==> config.mk <==
export PLATFORM = sky130hd
export DESIGN_NAME = group_retire_table
export DESIGN_NICKNAME = d
export VERILOG_FILES = /design/src/rtl/grt_pkg.sv /design/src/rtl/grt_store.sv /design/src/rtl/grt_ctrl.sv /design/src/rtl/group_retire_table.sv
export SDC_FILE = /design/constraint.sdc
export NUM_CORES = 2
export LEC_CHECK = 0
export ABC_AREA = 1
export BUFFER_PORTS_ARGS = -buffer_cell sky130_fd_sc_hd__clkbuf_2
export CAP_MARGIN = 5
export CELL_PAD_IN_SITES_DETAIL_PLACEMENT = 0
export CELL_PAD_IN_SITES_GLOBAL_PLACEMENT = 1
export CORE_AREA = 4 4 356 358
export CTS_CLUSTER_SIZE = 20
export DETAILED_ROUTE_END_ITERATION = 8
export DIE_AREA = 0 0 360 362
export PLACE_DENSITY = 0.76
export SETUP_SLACK_MARGIN = 0.02
export SYNTH_ARGS = -nofsm -noshare
export SYNTH_HDL_FRONTEND = slang
export SYNTH_SLANG_ARGS = --single-unit
==> constraint.sdc <==
create_clock -name clk -period 3.15 [get_ports clk]
set_input_delay 0.63 -clock clk [delete_from_list [all_inputs] [get_ports clk]]
set_output_delay 0.63 -clock clk [all_outputs]
set_load 0.005 [all_outputs]
==> src/rtl/grt_pkg.sv <==
package grt_pkg;
  localparam int NUM_ENTRIES = 20;
  localparam int SLOTS       = 6;
  localparam int THREADS     = 4;
  localparam int PAIRS       = 2;
  localparam int FIN_PORTS   = 2;
  localparam int TAG_W       = $clog2(NUM_ENTRIES);
  localparam int SLOT_W      = $clog2(SLOTS);
  localparam int THR_W       = $clog2(THREADS);

  // strobes from control to storage
  typedef struct packed {
    logic                   allocEn;
    logic [TAG_W-1:0]       allocIdx;
    logic [NUM_ENTRIES-1:0] clearMask;
  } grtStrobes_t;
endpackage

==> src/rtl/grt_store.sv <==
module grt_store
  import grt_pkg::*;
(
  input  logic                          clk,
  input  logic                          rstN,
  input  grtStrobes_t                   strb,
  input  logic [THR_W-1:0]              dispThread,
  input  logic [SLOTS-1:0]              dispSlots,
  input  logic [FIN_PORTS-1:0]          finValid,
  input  logic [FIN_PORTS*TAG_W-1:0]    finTag,
  input  logic [FIN_PORTS*SLOT_W-1:0]   finSlot,
  input  logic [THR_W-1:0]              flushThread,
  input  logic [TAG_W-1:0]              flushTag,
  output logic [NUM_ENTRIES-1:0]        entValid,
  output logic [NUM_ENTRIES*THR_W-1:0]  entThread,
  output logic [NUM_ENTRIES-1:0]        entDone,
  output logic [NUM_ENTRIES-1:0]        entOldest,
  output logic [NUM_ENTRIES-1:0]        flushYounger
);
  logic [NUM_ENTRIES-1:0] validQ;
  logic [THR_W-1:0]       threadQ [NUM_ENTRIES];
  logic [SLOTS-1:0]       needQ   [NUM_ENTRIES];
  logic [SLOTS-1:0]       finQ    [NUM_ENTRIES];
  // olderQ[i][j] set: entry j was dispatched before entry i
  logic [NUM_ENTRIES-1:0] olderQ  [NUM_ENTRIES];
  logic [SLOTS-1:0]       finHit  [NUM_ENTRIES];

  always_comb begin
    for (int i = 0; i < NUM_ENTRIES; i++) begin
      finHit[i] = '0;
      for (int p = 0; p < FIN_PORTS; p++) begin
        if (finValid[p] && finTag[p*TAG_W +: TAG_W] == TAG_W'(i) &&
            int'(finSlot[p*SLOT_W +: SLOT_W]) < SLOTS)
          finHit[i][finSlot[p*SLOT_W +: SLOT_W]] = 1'b1;
      end
    end
  end

  always_ff @(posedge clk or negedge rstN) begin
    if (!rstN) begin
      validQ <= '0;
      for (int i = 0; i < NUM_ENTRIES; i++) begin
        threadQ[i] <= '0;
        needQ[i]   <= '0;
        finQ[i]    <= '0;
        olderQ[i]  <= '0;
      end
    end else begin
      for (int i = 0; i < NUM_ENTRIES; i++) begin
        if (strb.allocEn && strb.allocIdx == TAG_W'(i)) begin
          validQ[i]  <= 1'b1;
          threadQ[i] <= dispThread;
          needQ[i]   <= dispSlots;
          finQ[i]    <= '0;
          olderQ[i]  <= validQ & ~strb.clearMask;
        end else begin
          if (strb.clearMask[i]) validQ[i] <= 1'b0;
          finQ[i] <= finQ[i] | finHit[i];
          if (strb.allocEn) olderQ[i][strb.allocIdx] <= 1'b0;
        end
      end
    end
  end

  always_comb begin
    for (int i = 0; i < NUM_ENTRIES; i++) begin
      logic [NUM_ENTRIES-1:0] sameThr;
      for (int j = 0; j < NUM_ENTRIES; j++)
        sameThr[j] = validQ[j] && (threadQ[j] == threadQ[i]);
      entThread[i*THR_W +: THR_W] = threadQ[i];
      entDone[i]      = &(finQ[i] | ~needQ[i]);
      entOldest[i]    = validQ[i] && !(|(olderQ[i] & sameThr));
      flushYounger[i] = validQ[i] && (threadQ[i] == flushThread) &&
                        (int'(flushTag) < NUM_ENTRIES) && olderQ[i][flushTag];
    end
  end

  assign entValid = validQ;
endmodule

==> src/rtl/grt_ctrl.sv <==
module grt_ctrl
  import grt_pkg::*;
(
  input  logic                          clk,
  input  logic                          rstN,
  input  logic                          dispValid,
  input  logic                          flushValid,
  input  logic [NUM_ENTRIES-1:0]        entValid,
  input  logic [NUM_ENTRIES*THR_W-1:0]  entThread,
  input  logic [NUM_ENTRIES-1:0]        entDone,
  input  logic [NUM_ENTRIES-1:0]        entOldest,
  input  logic [NUM_ENTRIES-1:0]        flushYounger,
  output grtStrobes_t                   strb,
  output logic                          dispStall,
  output logic [TAG_W-1:0]              dispTag,
  output logic [PAIRS-1:0]              compValid,
  output logic [PAIRS*THR_W-1:0]        compThread,
  output logic [PAIRS*TAG_W-1:0]        compTag
);
  logic [TAG_W-1:0]       freeIdx;
  logic                   tableFull;
  logic [THREADS-1:0]     thrReady;
  logic [TAG_W-1:0]       thrTag [THREADS];
  logic [TAG_W-1:0]       pickTag [PAIRS];
  logic [NUM_ENTRIES-1:0] retireMask;

  // lowest free entry
  always_comb begin
    freeIdx = '0;
    for (int i = NUM_ENTRIES - 1; i >= 0; i--)
      if (!entValid[i]) freeIdx = TAG_W'(i);
  end
  assign tableFull = &entValid;
  assign dispStall = tableFull || flushValid;
  assign dispTag   = freeIdx;

  // at most one oldest entry per thread, so OR-ing the indices is exact
  always_comb begin
    for (int t = 0; t < THREADS; t++) begin
      thrReady[t] = 1'b0;
      thrTag[t]   = '0;
      for (int i = 0; i < NUM_ENTRIES; i++) begin
        if (entValid[i] && entDone[i] && entOldest[i] &&
            entThread[i*THR_W +: THR_W] == THR_W'(t)) begin
          thrReady[t] = 1'b1;
          thrTag[t]   = thrTag[t] | TAG_W'(i);
        end
      end
    end
  end

  for (genvar p = 0; p < PAIRS; p++) begin : g_pair
    localparam int LO = p;
    localparam int HI = p + PAIRS;
    logic prefHiQ;
    logic pickHi;
    assign pickHi       = thrReady[HI] && (!thrReady[LO] || prefHiQ);
    assign compValid[p] = thrReady[LO] || thrReady[HI];
    assign compThread[p*THR_W +: THR_W] = pickHi ? THR_W'(HI) : THR_W'(LO);
    assign pickTag[p]   = pickHi ? thrTag[HI] : thrTag[LO];
    assign compTag[p*TAG_W +: TAG_W] = pickTag[p];
    always_ff @(posedge clk or negedge rstN) begin
      if (!rstN)             prefHiQ <= 1'b0;
      else if (compValid[p]) prefHiQ <= !pickHi;
    end
  end

  always_comb begin
    retireMask = '0;
    for (int p = 0; p < PAIRS; p++)
      if (compValid[p]) retireMask[pickTag[p]] = 1'b1;
  end

  assign strb.allocEn   = dispValid && !dispStall;
  assign strb.allocIdx  = freeIdx;
  assign strb.clearMask = retireMask | (flushValid ? flushYounger : '0);
endmodule

==> src/rtl/group_retire_table.sv <==
module group_retire_table
  import grt_pkg::*;
(
  input  logic                        clk,
  input  logic                        rstN,
  input  logic                        dispValid,
  input  logic [THR_W-1:0]            dispThread,
  input  logic [SLOTS-1:0]            dispSlots,
  output logic                        dispStall,
  output logic [TAG_W-1:0]            dispTag,
  input  logic [FIN_PORTS-1:0]        finValid,
  input  logic [FIN_PORTS*TAG_W-1:0]  finTag,
  input  logic [FIN_PORTS*SLOT_W-1:0] finSlot,
  input  logic                        flushValid,
  input  logic [THR_W-1:0]            flushThread,
  input  logic [TAG_W-1:0]            flushTag,
  output logic [PAIRS-1:0]            compValid,
  output logic [PAIRS*THR_W-1:0]      compThread,
  output logic [PAIRS*TAG_W-1:0]      compTag
);
  grtStrobes_t                  strb;
  logic [NUM_ENTRIES-1:0]       entValid;
  logic [NUM_ENTRIES*THR_W-1:0] entThread;
  logic [NUM_ENTRIES-1:0]       entDone;
  logic [NUM_ENTRIES-1:0]       entOldest;
  logic [NUM_ENTRIES-1:0]       flushYounger;

  grt_store u_store (
    .clk(clk), .rstN(rstN), .strb(strb),
    .dispThread(dispThread), .dispSlots(dispSlots),
    .finValid(finValid), .finTag(finTag), .finSlot(finSlot),
    .flushThread(flushThread), .flushTag(flushTag),
    .entValid(entValid), .entThread(entThread), .entDone(entDone),
    .entOldest(entOldest), .flushYounger(flushYounger)
  );

  grt_ctrl u_ctrl (
    .clk(clk), .rstN(rstN), .dispValid(dispValid), .flushValid(flushValid),
    .entValid(entValid), .entThread(entThread), .entDone(entDone),
    .entOldest(entOldest), .flushYounger(flushYounger),
    .strb(strb), .dispStall(dispStall), .dispTag(dispTag),
    .compValid(compValid), .compThread(compThread), .compTag(compTag)
  );
endmodule

# Yosys cells after proc, flatten, opt, wreduce, memory -nomap -nowiden
# Index checks and enable logic that the tools add are counted.
# W data, S select, Z words.
# totals
regBits	702
inputBits	37
out_inout_bits	22
elab_cells	1953
# op_classes
magnitude_cmp	14
eq_ne	517
mux	373
n_bitwise	125
n_reduce_logical	822
# op_table
op	count
$mux W20	43
$and A20 B20 Y20	41
$eq A2 B2 Y1	400
$logic_and A1 B1 Y1	688
$reduce_or A20 Y1	20
$mux W6	60
$or A6 B6 Y6	60
$mux W5	38
$mux W1	149
$mux W4	32
$eq A5 B4 Y1 const B	24
$not A6 Y6	20
$reduce_and A6 Y1	20
$bmux W1 S5	20
$eq A2 B2 Y1 const B	40
$reduce_bool A2 Y1	40
$eq A5 B3 Y1 const B	12
$eq A5 B5 Y1 const B	12
$mux W3	16
$eq A2 B1 Y1 const B	20
$logic_not A2 Y1	20
$not A20 Y20	2
$or A20 B20 Y20	2
$eq A5 B2 Y1 const B	6
other kinds (14)	66

# Logic depth before layout (Yosys ltp)
# logic_depth
depth_word	43
ltp_mapped	27

# By module
# A second synthesis with hierarchy kept.
# hier_totals
cells_unflattened	6466
hier_area_um2	44906.8
# by_module_without_submodules
module	n_inst	cells_each	area_per_inst_um2
grt_store	1	5968	42284.3
grt_ctrl	1	498	2622.5

# Worst setup path after synthesis
# No wires, ideal clock.
# synth_path
path_type	input to register
from	input port flushTag[2]
to	register u_store.olderQ[115] (netlist bit)
setup_time_ns	0.125
t_arrival_ns	2.883
required_ns	3.025
path_slack_ns	0.142
stages	13
cell_sequence	buf_2 > nor2_1 > buf_2 > buf_1 > buf_1 > nand2_1 > a31oi_1 > a31oi_1 > o41ai_1 > a21oi_4 > buf_4 > nand3_1 > nand3_1
# synth_via
elab_chain_cells	8
word_cells_on_any_way	10
# synth_lines
element	line_no	text
from (decl)	group_retire_table.sv:16	input logic [TAG_W-1:0] flushTag,
$bmux W1 S5 or $lt A5 B5 Y1 (tied branches)	grt_store.sv:74	(int'(flushTag) < NUM_ENTRIES) && olderQ[i][flushTag];
$mux W1 (implied by the code) or $logic_and A1 B1 Y1 (tied branches)	grt_store.sv:74, grt_store.sv:73	
$logic_and A1 B1 Y1 *	grt_store.sv:74	
$mux W20 *	grt_ctrl.sv:76	assign strb.clearMask = retireMask | (flushValid ? flushYounger : '0);
$or A20 B20 Y20 *	grt_ctrl.sv:76	
$not A20 Y20 *	grt_store.sv:55	olderQ[i] <= validQ & ~strb.clearMask;
$and A20 B20 Y20 *	grt_store.sv:55	
$mux W20 *	grt_store.sv:50	if (strb.allocEn && strb.allocIdx == TAG_W'(i)) begin
to (signal, indexed assignment)	grt_store.sv:55	
to (decl)	grt_store.sv:25	logic [NUM_ENTRIES-1:0] olderQ [NUM_ENTRIES];
# Mark *: on every way between the ends. The rest lies on a longest branch, timed or not. The select of a mux whose other input is x is not followed.
# A chain may end at the register's enable or synchronous reset.

# Final worst setup path
# layout_path
from	register u_store.threadQ, in the netlist u_store.entThread[12]
to	output port compTag[5]
# layout_via
elab_chain_cells	32
word_cells_on_any_way	300
# layout_lines
element	line_no	text
from (decl)	grt_store.sv:21	logic [THR_W-1:0] threadQ [NUM_ENTRIES];
from (signal, indexed assignment)	grt_store.sv:52	threadQ[i] <= dispThread;
$eq A2 B2 Y1	grt_store.sv:69	sameThr[j] = validQ[j] && (threadQ[j] == threadQ[i]);
$logic_and A1 B1 Y1	grt_store.sv:69	
$and A20 B20 Y20	grt_store.sv:72	entOldest[i] = validQ[i] && !(|(olderQ[i] & sameThr));
$reduce_or A20 Y1	grt_store.sv:72	
$logic_not A1 Y1	grt_store.sv:72	
$logic_and A1 B1 Y1	grt_store.sv:72	
$logic_and A1 B1 Y1 (2 in a row)	grt_ctrl.sv:43	if (entValid[i] && entDone[i] && entOldest[i] &&
$mux W1 (20 in a row)	grt_ctrl.sv:43	
$logic_not A1 Y1	grt_ctrl.sv:57	assign pickHi = thrReady[HI] && (!thrReady[LO] || prefHiQ);
$logic_or A1 B1 Y1	grt_ctrl.sv:57	
$logic_and A1 B1 Y1	grt_ctrl.sv:57	
$mux W5 *	grt_ctrl.sv:60	assign pickTag[p] = pickHi ? thrTag[HI] : thrTag[LO];
to (decl)	group_retire_table.sv:19	output logic [PAIRS*TAG_W-1:0] compTag
# Mark *: on every way between the ends. The rest lies on a longest branch, timed or not.

==> out/results.ini <==
[cells_and_area]
nets=8458
syn2layout_area_growth_pct=47.09
fin_area_sq_mm=0.07222
final_layout_size_suffix_gt1_share_pct=31.46

[yosys]
synth.top_cell.area_share_pct=35.78
syn_nets=6940
synth_cell_types=61
yosysWarnings=0
synth_seq_cells=702
synth_cells=6903
synth_area_leaders=dfrtp_1 (36%), nand2_1 (12%), xnor2_1 (6.2%)
synth-seq-area-share_pct=35.78
syn_area_per_cell_sq_um=7.113
synth_top_area_cell=dfrtp_1
syn-cell-area_sq_mm=0.04910

[cts]
cts_htree_levels=3
numCtsBuffers=88
cts.sinks=702
clk_path_buf_depth=3
cts_tree=done
clk_pin_slew_worst_paths_ns=0.06
cts_root_buffer=clkbuf_16
clkLatencyLatePin_ns=0.76

[worst_setup_path]
start_kind=register
critPathKind=reg2out
max_stage_delay_ns=0.45
worstPathCellList=buf_12, buf_4, buf_4, xnor2_2, nand3b_1, nand2_1, nor2_1, nand2_2, nor2_4, nand4_1, nand2_2, inv_1, nand3_2, nor2_4, nand2_4, nand2_8, nand2_2, nand2_4, buf_4, buf_4
crit-reg2reg-launch=u_store.entThread[12]
rr_worst_depth=25
cp.arrival_ns=3.90
cp.required_ns=2.52
critPathLaunch=u_store.entThread[12]
crit_path_top_delay_cell=dfrtp_2
worstSetupEndpointType=primary output
cp_common_cell=buf_4
cp_max_fo=6

[die]
die_w_um=360
core_area_sq_mm=0.1233
ioPinCount=59
die_h_um=362
rows=129
start_util_pct=39.82
dieArea_sq_mm=0.1303

[power_and_ir_drop]
ir_drop_mv=0.5171
total_power_mw=35.39
powerDensity_mw_per_mm2=490.0
power_leakage_nw=35.46

[sta]
slew_headroom_pct=21.52
setup_slack_ns=-1.381
setup_violations=712
clock_skew_ns=0.06525
fin_setup_tns_ns=-479.66
fin_crit_sh_pct=143.8
period_minus_slack_ns=4.531
max_slew.worst_pin.slew_ns=1.172
hold_violations=0
slew_viol_final=0
rsz0062_at_grt=true
max_freq_mhz=220.7

[global_route]
grt_pass1_wl_um=469400
grt_max_degree=77
grt.total_usage_pct=51.50
antenna_found_initial=23
grt_pass1_vias=58084
grt.overflow.total=0

[hold_path]
whs_path_depth=3
hold_path_startpoint=dispSlots[4]
min_path_type=in2reg

[run_status]
violations=negative setup slack
run_status=finished with violations

[drt]
wl_per_cell_um=34.97
dr.pass1.iters=6
wl_um=354600
drc=0
ant_nets=0
drtIter0Drc=11263
num_vias=63463
viasPerCell=6.259

[placement]
placed_area_sq_mm=0.06535
pre_cts_slack_ns=-1.259
gp_congestion=1.130
io_buffers=56
hpwl_um=266200

[run]
cap_viol_max_count=0

[where the power goes]
part / internal [mW] / switching (mW) / leakage [nW] / total (mW)
clock network: 6.29 / 4.86 / 1.49 / 11.2
registers: 9.61 / 0.425 / 9.16 / 10.0
logic: 5.63 / 8.58 / 24.8 / 14.2
[stage by stage]
stage	utilization, %	hold WS, ns	instances
3_5_place_dp	52.99	0.4568	9836
6_report	58.57	0.3048	10140
3_3_place_gp	52.99	0.4488	9836
4_1_cts	56.60	0.2754	10034
2_1_floorplan	-	0.3344	6903
5_1_grt	58.54	0.3342	10126
[flip-flops by register name (all words and copies together) (netlist names)]
name / cells
u_store.olderQ: 400
u_store.finQ: 120
u_store.needQ: 120
u_store.entThread: 40
u_store.entValid: 20
u_ctrl.g_pair.prefHiQ: 2
[placed cells by master, fill, tap and decap left out, types with 10 or more instances in the layout]
cell,netlist,final
xnor2_2,6,67
a21boi_0,14,14
xnor2_1,345,274
nand2_1,1516,1437
diode_2,0,16
o211ai_1,16,16
clkinv_2,0,17
nand3_4,5,19
a221o_1,20,20
a31oi_1,34,34
nand2_4,18,32
a22oi_1,43,43
o22ai_1,127,127
nor2_4,15,62
buf_6,76,53
nor2_1,679,609
nor3_1,44,41
xnor2_4,0,10
inv_1,550,543
o21ai_1,171,140
o21ai_0,496,475
nand3b_1,209,209
o21ai_2,39,90
nor2_2,36,59
buf_12,0,291
clkbuf_8,0,19
a21oi_1,237,230
nand2_2,30,89
inv_2,33,29
dfrtp_2,0,14
nand3_1,559,518
dfrtp_1,702,688
clkbuf_16,0,99
clkbuf_1,256,16
o221ai_1,27,27
nand3_2,17,44
clkbuf_2,0,44
buf_4,64,1549
nand4_1,309,309
[cell type report]
cell class              count  area (sq um)
multi-input cells        5078         28440
clock inverters            37         598.1
repair buffers           1963         18790
diodes                     16         40.04
clock buffers             119          2469
flip-flops and latches    702         17580
fillers                 11563         51090
inverters                 588          2256
well taps                1637          2048
[cells by family after synthesis]
group                  after synthesis  share of synthesized area [%]
AND/OR/NAND/NOR                   3457                          32.56
AO/OA/AOI/OAI                     1263                          14.71
buffers and inverters             1126                          10.55
flip-flops                         702                          35.78
XOR/XNOR                           353                          6.388
other                                2                        0.01529
[synth_stat cells, drive strengths merged]
| master | n |
|---|---|
| a2111oi | 7 |
| a21boi | 16 |
| a21oi | 242 |
| a221o | 20 |
| a22o | 1 |
| a22oi | 43 |
| a2bb2oi | 1 |
| a31o | 1 |
| a31oi | 34 |
| and2 | 2 |
| buf | 282 |
| clkbuf | 256 |
| clkinv | 5 |
| conb | 2 |
| dfrtp | 702 |
| inv | 583 |
| nand2 | 1565 |
| nand3 | 581 |
| nand3b | 209 |
| nand4 | 309 |
| nor2 | 732 |
| nor2b | 1 |
| nor3 | 47 |
| nor3b | 5 |
| nor4 | 3 |
| o211a | 1 |
| o211ai | 16 |
| o21a | 6 |
| o21ai | 706 |
| o21bai | 5 |
| o221ai | 27 |
| o22ai | 127 |
| o311ai | 1 |
| o41a | 1 |
| o41ai | 8 |
| or2 | 2 |
| or4 | 1 |
| xnor2 | 351 |
| xor2 | 2 |
[repair_timing]
action                                  in CTS  in global routing
resized for setup                          222                320
cloned                                       5                 13
buffers inserted                            38                 81
hold buffers                                 1                  0
endpoints found under the setup margin     708                721
hold endpoints to repair                    23                  0
pin swaps                                   61                111
[per-layer routing]
metal	track usage, %	vias up	wire [um]
met3	19.36	1422	53820
met1	65.43	30589	129200
li1	-	26039	-
met4	37.71	14	34550
met5	0.4720	-	130
met2	71.09	5399	136800
[critical path: cells and delay by family (launching register included)]
kind	cells	cell delay, ns
buffers and inverters	6	0.86
and+or+nand+nor	13	1.68
DFF	1	0.45
xor gates and xnor gates	1	0.13
[path summary, 6_finish.rpt]
kind | endpoint | slack [ns]
min in group asynchronous | u_store.entValid[7] | 0.37
setup / recovery | compTag[5] | -1.38
max in group asynchronous | u_store.entValid[3] | 1.70
setup reg to reg | u_store.olderQ[276] | -1.10
hold / removal | u_store.needQ[22] | 0.30
hold reg to reg | u_store.olderQ[57] | 0.47
No activity file was read; power rests on OpenSTA's default activity.
